$ cat src/rtl/hcd_pkg.sv
package hcd_pkg;
   typedef enum logic [1:0] {
      PH_A    = 2'd0,
      PH_B    = 2'd1,
      PH_C    = 2'd2,
      PH_NONE = 2'd3
   } phase_e;

   typedef struct packed {
      logic [2:0] gl;
      logic [2:0] gh;
   } gate_pat_t;

   function automatic logic hall_ok(input logic [2:0] h);
      return (h != 3'b000) && (h != 3'b111);
   endfunction

   function automatic logic [2:0] phase_mask(input phase_e p);
      return (p == PH_NONE) ? 3'b000 : 3'(3'b001 << p);
   endfunction
endpackage

$ cat src/rtl/hcd_decode.sv
module hcd_decode
   import hcd_pkg::*;
(
   input  logic [2:0] hall_i,
   input  logic       dir_i,
   input  logic       pwm_i,
   input  logic       mode_i,
   input  logic       chop_off_i,
   input  logic       inhibit_i,
   input  logic [2:0] inh_gl_i,
   input  logic [2:0] inh_gh_i,
   output gate_pat_t  req_o
);
   phase_e fwd_hi, fwd_lo, hi_ph, lo_ph;
   logic [2:0] hi_m, lo_m;
   logic off_iv;

   // forward table; reverse direction swaps the two sides
   always_comb begin
      fwd_hi = PH_NONE;
      fwd_lo = PH_NONE;
      case (hall_i)
         3'b101:  begin fwd_hi = PH_A; fwd_lo = PH_C; end
         3'b100:  begin fwd_hi = PH_B; fwd_lo = PH_C; end
         3'b110:  begin fwd_hi = PH_B; fwd_lo = PH_A; end
         3'b010:  begin fwd_hi = PH_C; fwd_lo = PH_A; end
         3'b011:  begin fwd_hi = PH_C; fwd_lo = PH_B; end
         3'b001:  begin fwd_hi = PH_A; fwd_lo = PH_B; end
         default: ;
      endcase
      hi_ph = dir_i ? fwd_hi : fwd_lo;
      lo_ph = dir_i ? fwd_lo : fwd_hi;
   end

   assign hi_m   = phase_mask(hi_ph);
   assign lo_m   = phase_mask(lo_ph);
   assign off_iv = !pwm_i || chop_off_i;

   always_comb begin
      if (inhibit_i) begin
         req_o.gl = inh_gl_i;
         req_o.gh = inh_gh_i;
      end else if (!off_iv) begin
         req_o.gl = lo_m;
         req_o.gh = hi_m;
      end else if (mode_i) begin
         req_o.gl = hi_m | lo_m;
         req_o.gh = 3'b000;
      end else begin
         req_o.gl = hi_m;
         req_o.gh = 3'b000;
      end
   end


   always_comb begin
      if (!inhibit_i && !hall_ok(hall_i))
         bad_code_coast_chk: assert (req_o == '0);
   end
endmodule

$ cat src/rtl/hcd_leg_guard.sv
module hcd_leg_guard #(
   parameter int DT_W = 8
) (
   input  logic            clk,
   input  logic            rst_n,
   input  logic            req_l_i,
   input  logic            req_h_i,
   input  logic [DT_W-1:0] dead_i,
   output logic            out_l_o,
   output logic            out_h_o
);
   localparam logic [DT_W-1:0] IDLE_MAX = {DT_W{1'b1}};

   logic [DT_W-1:0] idle_q;
   logic idle_now, open_win, clash;

   assign idle_now = !out_l_o && !out_h_o;
   assign open_win = idle_now && (idle_q >= dead_i);
   assign clash    = req_l_i && req_h_i;

   always_ff @(posedge clk or negedge rst_n) begin
      if (!rst_n) begin
         out_l_o <= 1'b0;
         out_h_o <= 1'b0;
         idle_q  <= IDLE_MAX;
      end else begin
         out_l_o <= req_l_i && !clash && (out_l_o || open_win);
         out_h_o <= req_h_i && !clash && (out_h_o || open_win);
         if (!idle_now)
            idle_q <= '0;
         else if (idle_q != IDLE_MAX)
            idle_q <= idle_q + 1'b1;
      end
   end


   no_shoot_chk: assert property (@(posedge clk) disable iff (!rst_n)
      !(out_l_o && out_h_o));

   low_gap_chk: assert property (@(posedge clk) disable iff (!rst_n)
      $rose(out_l_o) |-> $past(!out_h_o));

   high_gap_chk: assert property (@(posedge clk) disable iff (!rst_n)
      $rose(out_h_o) |-> $past(!out_l_o));

   fast_off_chk: assert property (@(posedge clk) disable iff (!rst_n)
      (!req_l_i && !req_h_i) |=> (!out_l_o && !out_h_o));
endmodule

$ cat src/rtl/hcd_event.sv
module hcd_event
   import hcd_pkg::*;
(
   input  logic       clk,
   input  logic       rst_n,
   input  logic [2:0] hall_i,
   output logic       comm_stb_o,
   output logic       hall_bad_o
);
   logic [2:0] last_q;
   logic code_ok;

   assign code_ok = hall_ok(hall_i);

   always_ff @(posedge clk or negedge rst_n) begin
      if (!rst_n) begin
         last_q     <= 3'b000;
         comm_stb_o <= 1'b0;
         hall_bad_o <= 1'b0;
      end else begin
         hall_bad_o <= !code_ok;
         comm_stb_o <= code_ok && (hall_i != last_q);
         if (code_ok) last_q <= hall_i;
      end
   end


   stb_on_valid_chk: assert property (@(posedge clk) disable iff (!rst_n)
      comm_stb_o |-> !hall_bad_o);

   stb_same_code_chk: assert property (@(posedge clk) disable iff (!rst_n)
      (code_ok && $stable(hall_i) && !hall_bad_o) |=> !comm_stb_o);
endmodule

$ cat src/rtl/hall_commutator.sv
module hall_commutator
   import hcd_pkg::*;
#(
   parameter int DT_W = 8
) (
   input  logic            clk,
   input  logic            rst_n,
   input  logic [2:0]      hall_i,
   input  logic            dir_i,
   input  logic            pwm_i,
   input  logic            mode_i,
   input  logic            chop_off_i,
   input  logic            inhibit_i,
   input  logic [2:0]      inh_gl_i,
   input  logic [2:0]      inh_gh_i,
   input  logic [DT_W-1:0] dead_cycles_i,
   output logic [2:0]      gl_o,
   output logic [2:0]      gh_o,
   output logic            comm_stb_o,
   output logic            hall_bad_o
);
   localparam int N_LEG = 3;

   if (DT_W < 1 || DT_W > 16) begin : g_bad_dt_w
      $error("hall_commutator: DT_W must lie in 1..16");
   end

   gate_pat_t req;

   hcd_decode u_dec (
      .hall_i     (hall_i),
      .dir_i      (dir_i),
      .pwm_i      (pwm_i),
      .mode_i     (mode_i),
      .chop_off_i (chop_off_i),
      .inhibit_i  (inhibit_i),
      .inh_gl_i   (inh_gl_i),
      .inh_gh_i   (inh_gh_i),
      .req_o      (req)
   );

   for (genvar g = 0; g < N_LEG; g++) begin : g_leg
      hcd_leg_guard #(.DT_W(DT_W)) u_leg (
         .clk     (clk),
         .rst_n   (rst_n),
         .req_l_i (req.gl[g]),
         .req_h_i (req.gh[g]),
         .dead_i  (dead_cycles_i),
         .out_l_o (gl_o[g]),
         .out_h_o (gh_o[g])
      );
   end

   hcd_event u_evt (
      .clk        (clk),
      .rst_n      (rst_n),
      .hall_i     (hall_i),
      .comm_stb_o (comm_stb_o),
      .hall_bad_o (hall_bad_o)
   );


   coast_on_bad_chk: assert property (@(posedge clk) disable iff (!rst_n)
      (!hall_ok(hall_i) && !inhibit_i) |=> (gl_o == 3'b000 && gh_o == 3'b000));

   one_high_chk: assert property (@(posedge clk) disable iff (!rst_n)
      !inhibit_i |=> $onehot0(gh_o));

   off_no_high_chk: assert property (@(posedge clk) disable iff (!rst_n)
      (!inhibit_i && (!pwm_i || chop_off_i)) |=> (gh_o == 3'b000));
endmodule

$ cat config.mk
export PLATFORM = sky130hd
export DESIGN_NAME = hall_commutator
export DESIGN_NICKNAME = d
export VERILOG_FILES = /design/src/rtl/hcd_pkg.sv /design/src/rtl/hcd_decode.sv /design/src/rtl/hcd_leg_guard.sv /design/src/rtl/hcd_event.sv /design/src/rtl/hall_commutator.sv
export SDC_FILE = /design/constraint.sdc
export NUM_CORES = 1
export LEC_CHECK = 0
export BUFFER_PORTS_ARGS = -buffer_cell sky130_fd_sc_hd__buf_2
export CORE_AREA = 2 2 81 68
export CTS_CLUSTER_SIZE = 8
export DETAILED_ROUTE_END_ITERATION = 10
export DIE_AREA = 0 0 83 70
export PLACE_DENSITY_LB_ADDON = 0.1
export SYNTH_ARGS = -nofsm -noshare
export SYNTH_HDL_FRONTEND = slang
export SYNTH_SLANG_ARGS = --single-unit
$ cat constraint.sdc
create_clock -name clk -period 1.8 [get_ports clk]
set_clock_uncertainty 0.1 [all_clocks]
set_input_delay 0.09 -clock clk [delete_from_list [all_inputs] [get_ports clk]]
set_output_delay 0.09 -clock clk [all_outputs]
set_load 0.1 [all_outputs]
## After elaboration in Yosys (flattened, before gate mapping)

Cells that the tools add are included.
Widths: inputs -> output; s select.

| cells by class | value |
|---|---|
| equal/unequal tests | 16 |
| multiplexer cells | 15 |
| $add $sub $neg | 3 |
| div/mod/pow operators | 0 |
| multiply operators | 0 |
| bitwise gates (word level) | 1 |
| reductions and logical operators | 48 |
| shift-type cells | 2 |
| magnitude comparators | 3 |

Operator list:

| cell | count |
|---|---|
| $mux 8 | 6 |
| $add 8x1->8 const B | 3 |
| $ge 8x8->1 | 3 |
| $ne 8x8->1 const B | 3 |
| $logic_and 1x1->1 | 23 |
| $mux 6 | 3 |
| $pmux 2 s3 | 2 |
| $reduce_or 2->1 | 6 |
| $logic_not 1->1 | 11 |
| $eq 3x3->1 const B | 3 |
| $logic_or 1x1->1 | 7 |
| $eq 3x2->1 const B | 2 |
| $mux 3 | 2 |
| $ne 2x2->1 const B | 3 |
| $shl 1x2->3 const A | 2 |
| $eq 2x2->1 const B | 2 |
| $mux 2 | 2 |
| $eq 3x1->1 const B | 1 |
| $ne 3x3->1 | 1 |
| $ne 3x3->1 const B | 1 |
| $or 3x3->3 | 1 |
| $reduce_bool 3->1 | 1 |

| storage, ports and cells | value |
|---|---|
| output and inout bits | 8 |
| input port bits | 24 |
| bits in registers | 35 |
| bits in latches | 0 |
| memories kept | 0 |
| word-level logic and storage cells | 100 |
| bits in writable memories | 0 |
| bits in read-only memories | 0 |

## Depth between registers and ports, before layout

Gate-level depths: netlist of run 1.

| depth | value |
|---|---|
| depth after elaboration | 14 |
| gate-level depth with buffers | 7 |
| mapped depth without buffers | 7 |

## Cells and area by module

A second synthesis of run 1 with hierarchy kept.

| second synthesis, totals | value |
|---|---|
| cell total of the unflattened synthesis | 295 |
| area total of the unflattened synthesis | 2627.5 sq um |

By module, submodules not included:

| module | seq. area each (sq um) | area each (sq um) | cells each | instances |
|---|---|---|---|---|
| hcd_leg_guard (g_leg[1].u_leg ...) | 260.2 | 691.9 | 77 | 2 |
| hcd_leg_guard (g_leg[0].u_leg) | 260.2 | 713.2 | 76 | 1 |
| hcd_event | 125.1 | 294.0 | 34 | 1 |
| hcd_decode | 0.0 | 236.5 | 31 | 1 |

## Worst setup path after synthesis of run 1

OpenSTA, ideal clock, no wires.

| timing path | value |
|---|---|
| kind | reg2reg |
| start point | register g_leg[0].u_leg.idle_q[0] |
| end point | register g_leg[0].u_leg.out_l_o |
| setup time | 125 ps |
| stages on the path, launching flop included | 8 |
| path buffers | 0 |
| data required time | 1575 ps |
| data arrival time | 1709 ps |
| period minus slack after synthesis | 1934 ps |
| setup slack | -134 ps |
| cell sequence | dfstp_2 -> inv_1 -> ha_1 -> nand2b_1 -> a2111oi_2 -> o211ai_1 -> a31oi_1 -> nor3b_2 |

| between the ends | value |
|---|---|
| longest elaborated chain between the ends | 4 |

RTL lines:

| what | RTL line | RTL |
|---|---|---|
| from (decl) | hcd_leg_guard.sv:14 | `logic [DT_W-1:0] idle_q;` |
| from (signal assigned) | hcd_leg_guard.sv:32 | `idle_q <= idle_q + 1'b1;` |
| $ge 8x8->1 | hcd_leg_guard.sv:18 | `assign open_win = idle_now && (idle_q >= dead_i);` |
| $logic_and 1x1->1 | hcd_leg_guard.sv:18 |  |
| $logic_or 1x1->1 | hcd_leg_guard.sv:27 | `out_l_o <= req_l_i && !clash && (out_l_o \|\| open_win);` |
| $logic_and 1x1->1 | hcd_leg_guard.sv:27 |  |
| to (signal assigned) | hcd_leg_guard.sv:27 |  |
| to (decl) | hcd_leg_guard.sv:9 | `output logic out_l_o,` |

Every way passes these cells.
A chain may end at the register's enable or synchronous reset.

## Worst setup path after layout of run 1

Same ends and word-level chain as after synthesis.

==> results.md, run 1 <==
- Status: complete, but fails checks
- Violated checks: negative setup slack
- Syn-to-layout area delta: 22.7%
- CP Buf/Inv Count: 1
- Rows: 24
- Period Utilization, post-route: 105%
- Peak VDD IR: between 0.6 and 0.7 mV
- Residual DRC: 0
- Die height: ~70 um
- Layout cells sized above 1: between 30% and 40%
- Slowest cell delay on critical path: ~540 ps
- Mapped Avg Cell Area: between 9 and 10 sq um
- Num CTS Buffers: 5
- Cells after synthesis: 272
- CP Capture Type: flop
- Top cell family by delay on the critical path: compound AO/OA/AOI/OAI gates
- Slew at the pin with the worst max-slew slack: ~550 ps
- Max-Cap Viols: 0
- # IOs: 32
- Wire per inst: between 10 and 15 um
- Total routed wirelength: ~5.7 mm
- Fmax: between 500 and 600 MHz
- Fraction of registers with async set/reset: 100%
- Final Setup Violations: 4
- WP data required: 1890 ps
- Yosys cell types: 47
- Crit Path Category: reg -> reg
- Crit-path max FO: 2
- Slew Viols, Final: 0
- Total track usage: between 20% and 30%
- Post-DP HPWL: 4.19 mm
- Die width: a little over 80 um
- Core area: slightly above 5000 sq um
- Leakage: approximately 0.0015 uW
- Final worst path period need: between 1500 and 2000 ps
- Commonest non-fill, non-tap cells in the layout: 31 x buf_2, 27 x nor2_1, 24 x dfstp_2, 23 x ha_1
- Nets: 371
- Ys flop type: dfstp_2
- CTS tree: yes
- Die area: between 5000 and 6000 sq um
- # diodes: 0
- RSZ-0062 raised after global routing: true
- Worst-path cell chain: inv_2 -> ha_4 -> nand2b_4 -> a2111oi_4 -> o211ai_1 -> a31oi_1 -> nor3b_2
- Final Util: 61.1%
- Initial antenna violation count: 0
- Root buf cell: clkbuf_8
- Arr. time, crit path: ~2000 ps
- Critical path's slowest cell: dfstp_2
- H-tree depth: 2
- Final hold violation count: 0
- Largest net degree at the start of global routing: 25
- Number of global-route vias before repair: between 2,000 and 2,500
- CTS clk-pin slew, worst paths: roughly 80 ps
- Power density over the cells: around 1300 nW/um^2
- Drt first pass iters: 5
- First-pass GRT wire length: between 9 and 10 mm
- Antenna-violating nets left: 0
- Hold Crit Class: in -> reg
- EDFF count, synth: 0
- Initial Util: between 40% and 50%
- Iter 0 DRT Violations: about 120
- Seq/Total Area, Yosys: between 30% and 40%
- CP startpoint kind: flop
- Seq cells post-synth: 35
- Slew HR: 63.5%
- Clk_lat worst skew: about 300 ps
- Sink Count: 35
- PortBufs: 31
- Ys Warns: 0
- Total grt overflow: 0
- Total number of vias: about 2,100
- Final GP Congestion: just under 0.8
- Synth Net Count: ~320
- Mapped Area: about 2600 sq um
- Most common cell after layout, fill and taps aside: buf_2
- Worst setup margin: -81.5 ps
- Pre-CTS setup slack: -140 ps
- Vias per std cell: between 5 and 6
- Clock Tree Buf Depth: 2
## logic make-up after synthesis
family	count (synthesis)	synth area share, %
buffers and inverters	34	6.66
AOI/OAI and AO/OA	65	18.0
muxes	7	2.74
DFF	35	35.5
xor gates and xnor gates	9	3.08
and+or+nand+nor	95	20.9
adders and majority gates	27	13.2
## final timing paths
| kind | start | to | slack [ps] | depth (start not counted) |
|---|---|---|---|---|
| min in group asynchronous | rst_n | u_evt.last_q[1] | 210 | 2 |
| hold / removal | inh_gh_i[2] | g_leg[2].u_leg.out_l_o | 0.5 | 4 |
| setup reg to reg | g_leg[0].u_leg.idle_q[0] | g_leg[0].u_leg.out_l_o | -80 | 7 |
| setup / recovery | g_leg[0].u_leg.idle_q[0] | g_leg[0].u_leg.out_l_o | -80 | 7 |
| max in group asynchronous | rst_n | g_leg[1].u_leg.idle_q[7] | 750 | 3 |
| hold reg to reg | g_leg[1].u_leg.idle_q[2] | g_leg[1].u_leg.idle_q[2] | 440 | 2 |
## final cells by class
class	count	area [sq um]
well taps	65	81.3
clock buffers	8	100
flip-flops and latches	35	906
inverters	21	78.8
multi-input cells	203	1630
fillers	450	2000
repair buffers	54	343
## Yosys cell counts (all sizes together) (3+ instances only)
library cell   n  area [sq um]
nand3          9          57.6
nand2b         5          31.3
o31ai          4          30.0
ha            27           338
inv           21          78.8
and3b          3          26.3
a21oi         13          65.1
nor2          27           101
dfstp         24           631
buf           13          91.3
a2111oi        3          45.0
nor3b          7          62.6
xnor2          4          35.0
and3           6          37.5
o21a           3          22.5
a31oi         10          62.6
dfrtp         11           275
a21o           3          22.5
nand4          7          50.1
nor3           6          41.3
mux2i          7          70.1
xor2           5          43.8
nand2         16          60.1
nor2b          4          27.5
o21ai         13          65.1
a211oi         5          47.5
## state kept, by name, summed over array words and instances, names as in the netlist
signal               cells
g_leg.u_leg.out_l_o      3
g_leg.u_leg.idle_q      24
u_evt.comm_stb_o         1
u_evt.last_q             3
g_leg.u_leg.out_h_o      3
u_evt.hall_bad_o         1
## stage by stage
| step | TNS [ps] | power [uW] | instances | hold slack [ps] | cell area, sq um |
|---|---|---|---|---|---|
| 2_1_floorplan | -80.3 | 2840 | 272 | -306 | 2610 |
| 3_3_place_gp | -153 | 3320 | 373 | 12.7 | 2890 |
| 3_5_place_dp | -438 | 3380 | 373 | 12.8 | 2890 |
| 4_1_cts | -206 | 4140 | 384 | 2.87 | 3070 |
| 5_1_grt | -631 | 4550 | 386 | 17.8 | 3140 |
| 6_report | -193 | 4210 | 386 | 0.469 | 3140 |
## power by group
part | internal [uW] | total (uW) | switching [uW]
Clock | 350 | 661 | 311
Sequential | 1230 | 1510 | 288
Combinational | 974 | 2030 | 1060
## timing repair
item / CTS / global route
hold buffers: 3 / 0
pin swaps: 4 / 4
endpoints found under the hold margin: 13 / 0
endpoints found under the setup margin: 6 / 14
gates cloned: 0 / 0
buffers inserted: 0 / 2
resized for setup: 8 / 12
## routing by layer
layer  track usage (%)  vias up  part of all wire (%)
met5                 0        -                     0
met4              6.56        0                   1.3
met3              5.32        7                   3.9
met2              30.6       37                    43
met1              30.4      966                    52
li1                  -     1083                     -
## worst reg2reg max path: cells and delay by family (launching register included)
family / cells / cell delay [ps]
compound gates: 3 / 670
buf+inv: 1 / 40
fa+ha+maj: 1 / 200
simple gates: 2 / 220
flops: 1 / 540
Power figures use the tool's default switching activity.
==> run 2: changes to the inputs <==
CORE_AREA = 2 2 78 65   (was 2 2 81 68)
CTS_CLUSTER_DIAMETER = 200   (was not set)
DIE_AREA = 0 0 80 67   (was 0 0 83 70)
HOLD_SLACK_MARGIN = 0.12   (was not set)
clock period = 2.08 ns   (was 1.8 ns; I/O delays follow)
==> run 2 against run 1 <==
Against the previous run:
- the run now ends clean
- power down 21%
- critical path type unchanged
- clock power down 17%
- largest power group unchanged
- final cell count decreased by 3.6%
- critical endpoint is now g_leg[1].u_leg.out_h_o
- sequential share of layout area rose by 1.6 points
- non-clock buffer count decreased by 9
- sequential power is 11% lower
- setup slack better by 160 ps
- first-iteration DRC count is 7.4% lower
- count of clock-buffer cells in the layout did not move
- global-route usage up 1.1 points
==> results.md, run 2 (synthesis gave the netlist of run 1 again) <==
- Worst setup margin: 77.3 ps (+159 ps)
- First-pass GRT wire length: 8.91 mm (-8.6%)
- Peak VDD IR: 0.663 mV (-4.1%)
- Slowest cell delay on critical path: 540 ps (about the same)
- Hold Crit Class: in -> reg
- Fillers: 377 (-16%)
- Largest register FFs: 24 (unchanged)
- Non-Filler Instances: 372 (-3.6%)
- Rows: 22 (-8.3%)
- Post-DP HPWL: 3.97 mm (-5.4%)
- # IOs: 32 (unchanged)
- Die height: 67 um (-4.3%)
- Worst-path cell chain: inv_1 -> ha_1 -> nand2b_1 -> a2111oi_4 -> o31ai_2 -> a21oi_1 -> and3b_1
- CTS tree: yes
- CP startpoint: g_leg[1].u_leg.idle_q[0]
- Most common cell after layout, fill and taps aside: buf_2
- Iter 0 DRT Violations: 113 (-7.4%)
- Die area: 5360 sq um (-7.7%)
- Nets: 362 (-2.4%)
- Power Total: 3340 uW (-21%)
- Pre-CTS setup slack: 5.63 ps (+146 ps)
- Final GP Congestion: 0.804 (+3.1%)
- # diodes: 0 (unchanged)
- Root buf cell: clkbuf_8
- Power density over the cells: 1120 nW/um^2 (-16%)
- Core area: 4510 sq um (-12%)
- CP Buf/Inv Count: 1 (unchanged)
- Wire per inst: 14.7 um (about the same)
- Slew at the pin with the worst max-slew slack: 809 ps (+261 ps)
- Placed Instances: 350 (-6.2%)
- Crit Path Category: reg -> reg
- Hold path start: inhibit_i
- Final worst path period need: 2000 ps (+121 ps)
- Crit-path max FO: 3 (+1)
- Final Setup Violations: 0 (-4)
- Status: completed
- Reg with most FFs: g_leg.u_leg.idle_q
- Clk_lat worst skew: 290 ps (about the same)
- Initial Util: 56.6% (+6.8 points)
- Top cell family by delay on the critical path: compound AO/OA/AOI/OAI gates
- Number of global-route vias before repair: 1,882 (-6.3%)
- WP data required: 2160 ps (+270 ps)
- Sink Count: 35 (unchanged)
- Total grt overflow: 0 (unchanged)
- Initial antenna violation count: 0 (unchanged)
- Total track usage: 22.0% (+1.1 points)
- Slew HR: 46.1% (-17 points)
- Slew Viols, Final: 0 (unchanged)
- Period Utilization, post-route: 96.3% (-8.2 points)
- Vias per std cell: 5.60 (+3.3%)
- Commonest non-fill, non-tap cells in the layout: 31 x buf_2, 27 x nor2_1, 27 x ha_1, 24 x dfstp_2, 21 x inv_1
- Residual DRC: 0 (unchanged)
- Syn-to-layout area delta: 16.3%
- PortBufs: 31 (unchanged)
- Arr. time, crit path: 2090 ps (+120 ps)
- Antenna-violating nets left: 0 (unchanged)
- Setup TNS: 0 ps (+193 ps)
- Fmax: 499 MHz (-6.1%)
- Total routed wirelength: 5.47 mm (-3.6%)
- CP Capture Type: flop
- Die width: 80 um (-3.6%)
- Clock Tree Buf Depth: 2 (unchanged)
- CTS clk-pin slew, worst paths: 70 ps (about the same)
- Final hold violation count: 0 (unchanged)
- Multi-input logic area: 1520 sq um (-6.5%)
- CP startpoint kind: flop
- Largest net degree at the start of global routing: 36 (+44%)
- Layout cells sized above 1: 25.3% (-9.6 points)
- Reg2Reg Launch Point: g_leg[1].u_leg.idle_q[0]
- H-tree depth: 2 (unchanged)
- Critical path's slowest cell: dfstp_2
- Register area: 906 sq um (unchanged)
- Drt first pass iters: 4 (-1)
- Num CTS Buffers: 5 (unchanged)
- Max-Cap Viols: 0 (unchanged)
- Leakage: 0.00141 uW (-5.0%)
- Total number of vias: 2,083 (-0.48%)
==> run 2: cell types whose count changed in the layout (fill, tap and decap cells not counted), sizes merged <==
cell         previous run  this run
buf                    51        33
dlygate4sd3             3        12
==> run 2: layout make-up <==
class / instances / area share (%)
tap: 60 / 2.53
timing repair buffer: 45 / 9.77
multi-input combinational: 203 / 51.2
clock buffer: 8 / 3.37
inverter: 21 / 2.65
sequential: 35 / 30.5
==> run 2: timing repair <==
action | in CTS | in global routing
hold buffers | 12 | 0
endpoints found under the setup margin | 1 | 5
resized for setup | 0 | 5
setup buffers | 0 | 2
pin swaps | 1 | 6
endpoints found under the hold margin | 22 | 0
==> run 2: final timing paths <==
| kind | to | slack, ps | cells past startpoint |
|---|---|---|---|
| setup / recovery | g_leg[1].u_leg.out_h_o | 80 | 7 |
| hold / removal | g_leg[1].u_leg.out_l_o | 180 | 4 |
| setup reg to reg | g_leg[1].u_leg.out_h_o | 80 | 7 |
| hold reg to reg | g_leg[1].u_leg.idle_q[2] | 440 | 2 |
| max in group asynchronous | u_evt.last_q[1] | 1030 | 2 |
| min in group asynchronous | g_leg[1].u_leg.out_l_o | 340 | 2 |
==> run 2: worst min-delay path, stage by stage <==
cell     delay, ps
buf_2          200
nand2_1         90
o31ai_1         80
nor3_1          50
==> run 2: through the flow <==
stage                     util (%)  instance area [sq um]  hold WS, ps
after detailed placement      59.7                   2690          143
final                         65.8                   2970          176
after global routing          65.8                   2970          200
after CTS                     64.6                   2910          167
after global placement        59.7                   2690          138
after floorplan                  -                   2550         -292
==> run 2: routing by layer <==
layer	up-vias	wire, um	global-route usage [%]
met5	-	0	0
met4	0	65	7.63
met3	5	236	4.88
met2	43	2450	33.5
met1	975	2720	30.8
li1	1060	-	-
==> run 2: power breakdown <==
part	leakage (uW)	internal, uW	total, uW	switching, uW
registers	0.000391	1060	1340	273
clock network	0.0000515	302	551	249
logic	0.000969	644	1450	810
==> run 3: changes to the inputs <==
ABC_AREA = 1   (was not set)
CORE_AREA = 2 2 79 66   (was 2 2 78 65)
DIE_AREA = 0 0 81 68   (was 0 0 80 67)
==> run 3 against run 2 <==
Against the previous run:
- synthesized cell count grew 28%
- register-to-register slack gained 250 ps
- combinational power grew 6%
- critical path depth grew 1
- synthesized area grew 4.9%
- flip-flop and latch count is the same
==> results.md, run 3 <==
- Post-CTS Setup Bufs: 0 (unchanged)
- Die height: 68 um (+1.5%)
- Slowest cell delay on critical path: 570 ps (+30 ps)
- Final Setup Violations: 0 (unchanged)
- Worst-path cell chain: ha_1 -> nand2_1 -> nor3_4 -> nand2_2 -> nand2_1 -> nor2_1 -> a21oi_1 -> nor2_1
- Fillers: 440 (+17%)
- Die width: 81 um (+1.3%)
- Non-Filler Instances: 449 (+21%)
- Setup TNS: 0 ps (unchanged)
- Final hold violation count: 0 (unchanged)
- Total track usage: 22.5% (+0.53 points)
- Hold path cells: 3 (-1)
- Ys Warns: 0 (unchanged)
- Nets: 437 (+21%)
- Placed Instances: 432 (+23%)
- Synth area leaders: dfstp_2 24%, ha_1 13%, dfrtp_1 10%, nand2_1 9.5%, nand3_1 6.7%
- H-tree depth: 2 (unchanged)
- Arr. time, crit path: 1870 ps (-220 ps)
- Total routed wirelength: 5.68 mm (+3.8%)
- Slew at the pin with the worst max-slew slack: 787 ps (-22.1 ps)
- Register area: 906 sq um (unchanged)
- Residual DRC: 0 (unchanged)
- PortBufs: 31 (unchanged)
- Peak VDD IR: 0.628 mV (-5.4%)
- CP Capture Type: flop
- Root buf cell: clkbuf_8
- Largest net degree at the start of global routing: 36 (unchanged)
- Syn-to-layout area delta: 13.4%
- Status: completed
- Initial antenna violation count: 0 (unchanged)
- Top post-synthesis cells by count: 68 x nand2_1, 41 x inv_1, 36 x nand3_1
- Power density over the cells: 1110 nW/um^2 (-1.6%)
- EDFF count, synth: 0 (unchanged)
- Largest register FFs: 24 (unchanged)
- Worst flop-to-flop path endpoint: g_leg[0].u_leg.idle_q[5]
- Period Utilization, post-route: 84.4% (-12 points)
- Hold WS: 138 ps (-37.4 ps)
- Total grt overflow: 0 (unchanged)
- Mapped Area: 2680 sq um (+4.9%)
- Final GP Congestion: 0.831 (+3.3%)
- Layout cells sized above 1: 24.8% (-0.51 points)
- Ys flop type: dfstp_2
- Commonest non-fill, non-tap cells in the layout: 67 x nand2_1, 41 x inv_1, 36 x nand3_1, 30 x buf_2, 28 x nor2_1
- Rows: 23 (+4.5%)
- Hold Crit Class: in -> reg
- Mapped Avg Cell Area: 7.70 sq um (-18%)
- Vias per std cell: 5.25 (-6.2%)
- Initial Util: 56.1% (-0.49 points)
- Num CTS Buffers: 5 (unchanged)
- Drt first pass iters: 4 (unchanged)
- Share of the synthesized area in the top cell type: 23.5% (-1.2 points)
- Die area: 5510 sq um (+2.8%)
- Worst r2r path cells: 8 (+1)
- Clock Tree Buf Depth: 2 (unchanged)
- Final worst path period need: 1760 ps (-247 ps)
- Total number of vias: 2,358 (+13%)
- Reg with most FFs: g_leg.u_leg.idle_q
- Fraction of registers with async set/reset: 100% (unchanged)
- Synth Net Count: 399 (+24%)
- Critical path's slowest cell: dfstp_2
- Core area: 4780 sq um (+5.8%)
- RSZ-0062 raised after global routing: false
- Final Util: 63.6% (-2.2 points)
- Crit Path Category: reg -> reg
- # diodes: 0 (unchanged)
- Fmax: 570 MHz (+14%)
- Seq/Total Area, Yosys: 33.8% (-1.7 points)
- Number of global-route vias before repair: 2,176 (+16%)
- Levels on crit path: 8 (+1)
- Crit-path max FO: 5 (+2)
- Multi-input logic area: 1540 sq um (+0.90%)
- First-pass GRT wire length: 9.58 mm (+7.6%)
- Wire per inst: 12.6 um (-14%)
- Slew Viols, Final: 0 (unchanged)
- R2r setup slk: 320 ps (+250 ps)
- Iter 0 DRT Violations: 67 (-41%)
- WP data required: 2200 ps (+40 ps)
- Seq cells post-synth: 35 (unchanged)
- Crit path to: g_leg[0].u_leg.idle_q[5]
- Top cell family by delay on the critical path: simple AND/OR/NAND/NOR gates
- CTS tree: yes
- Cells after synthesis: 348 (+28%)
- # IOs: 32 (unchanged)
- Power Total: 3360 uW (+0.63%)
- Reg2Reg Launch Point: g_leg[0].u_leg.idle_q[1]
- Leakage: 0.00157 uW (+11%)
- Most common cell after layout, fill and taps aside: nand2_1
- Sink Count: 35 (unchanged)
- CP Buf/Inv Count: 0 (-1)
- Post-DP HPWL: 4.33 mm (+9.1%)
- Yosys cell types: 34 (-28%)
- Clk_lat worst skew: 280 ps (about the same)
- CP startpoint: g_leg[0].u_leg.idle_q[1]
- Count leader, synth: nand2_1
- Slew HR: 47.6% (+1.5 points)
- Antenna-violating nets left: 0 (unchanged)
- Max-Cap Viols: 0 (unchanged)
- CTS clk-pin slew, worst paths: 70 ps (about the same)
- CP startpoint kind: flop
- Yosys top cell by area: dfstp_2
-- run 3: cells by family (layout without fill, tap and decap cells) --
logic type | after synthesis | in the layout | synth area share [%]
compound gates | 57 | 57 | 12.1
xor+xnor | 3 | 3 | 0.981
fa+ha+maj | 27 | 27 | 12.6
buf+inv | 57 | 96 | 9.01
flops | 35 | 35 | 33.8
simple gates | 169 | 169 | 31.5
-- run 3: worst min-delay path by stage --
stage	startpoint	end	slack [ps]
final	hall_i[1]	u_evt.comm_stb_o	140
after detailed placement	rst_n	u_evt.last_q[2]	140
after CTS	hall_i[1]	u_evt.comm_stb_o	120
after floorplan	rst_n	g_leg[0].u_leg.out_h_o	-290
after global routing	hall_i[1]	u_evt.comm_stb_o	180
after global placement	rst_n	u_evt.last_q[2]	130
-- run 3: per-stage QoR --
stage | setup WS, ps | cell area (sq um)
after global routing | 196 | 3040
after global placement | 433 | 2860
after CTS | 116 | 3040
final | 324 | 3040
after detailed placement | 357 | 2860
after floorplan | 503 | 2680
-- run 3: layout make-up --
| type | count | area share, % |
|---|---|---|
| sequential | 35 | 29.8 |
| multi-input combinational | 256 | 50.5 |
| timing repair buffer | 41 | 8.56 |
| clock buffer | 7 | 2.51 |
| tap | 62 | 2.55 |
| inverter | 47 | 5.89 |
| clock inverter | 1 | 0.165 |
-- run 3: timing repair --
action | in CTS | in global routing
resized for setup | 0 | 3
hold buffers | 10 | 0
setup endpoints to repair | 0 | 3
hold endpoints to repair | 19 | 0
-- run 3: routing by layer --
| metal | part of all wire [%] | global-route usage [%] | wire length, um | vias to the layer above |
|---|---|---|---|---|
| li1 | - | - | - | 1238 |
| met1 | 50 | 29.9 | 2850 | 1071 |
| met2 | 45 | 38.0 | 2580 | 42 |
| met3 | 3.5 | 4.49 | 197 | 7 |
| met4 | 0.76 | 5.72 | 43 | 0 |
| met5 | 0 | 0 | 0 | - |
-- run 3: power by group --
group	total, uW	internal [uW]	switching [uW]
clock	486	235	251
sequential	1340	1080	260
combinational	1530	569	965
-- run 3: worst register-to-register path, stage by stage, from the launching register on --
cell and delay [ps]:
dfstp_2 570, ha_1 200, nand2_1 130, nor3_4 240, nand2_2 120, nand2_1 90, nor2_1 50, a21oi_1 120
nor2_1 50
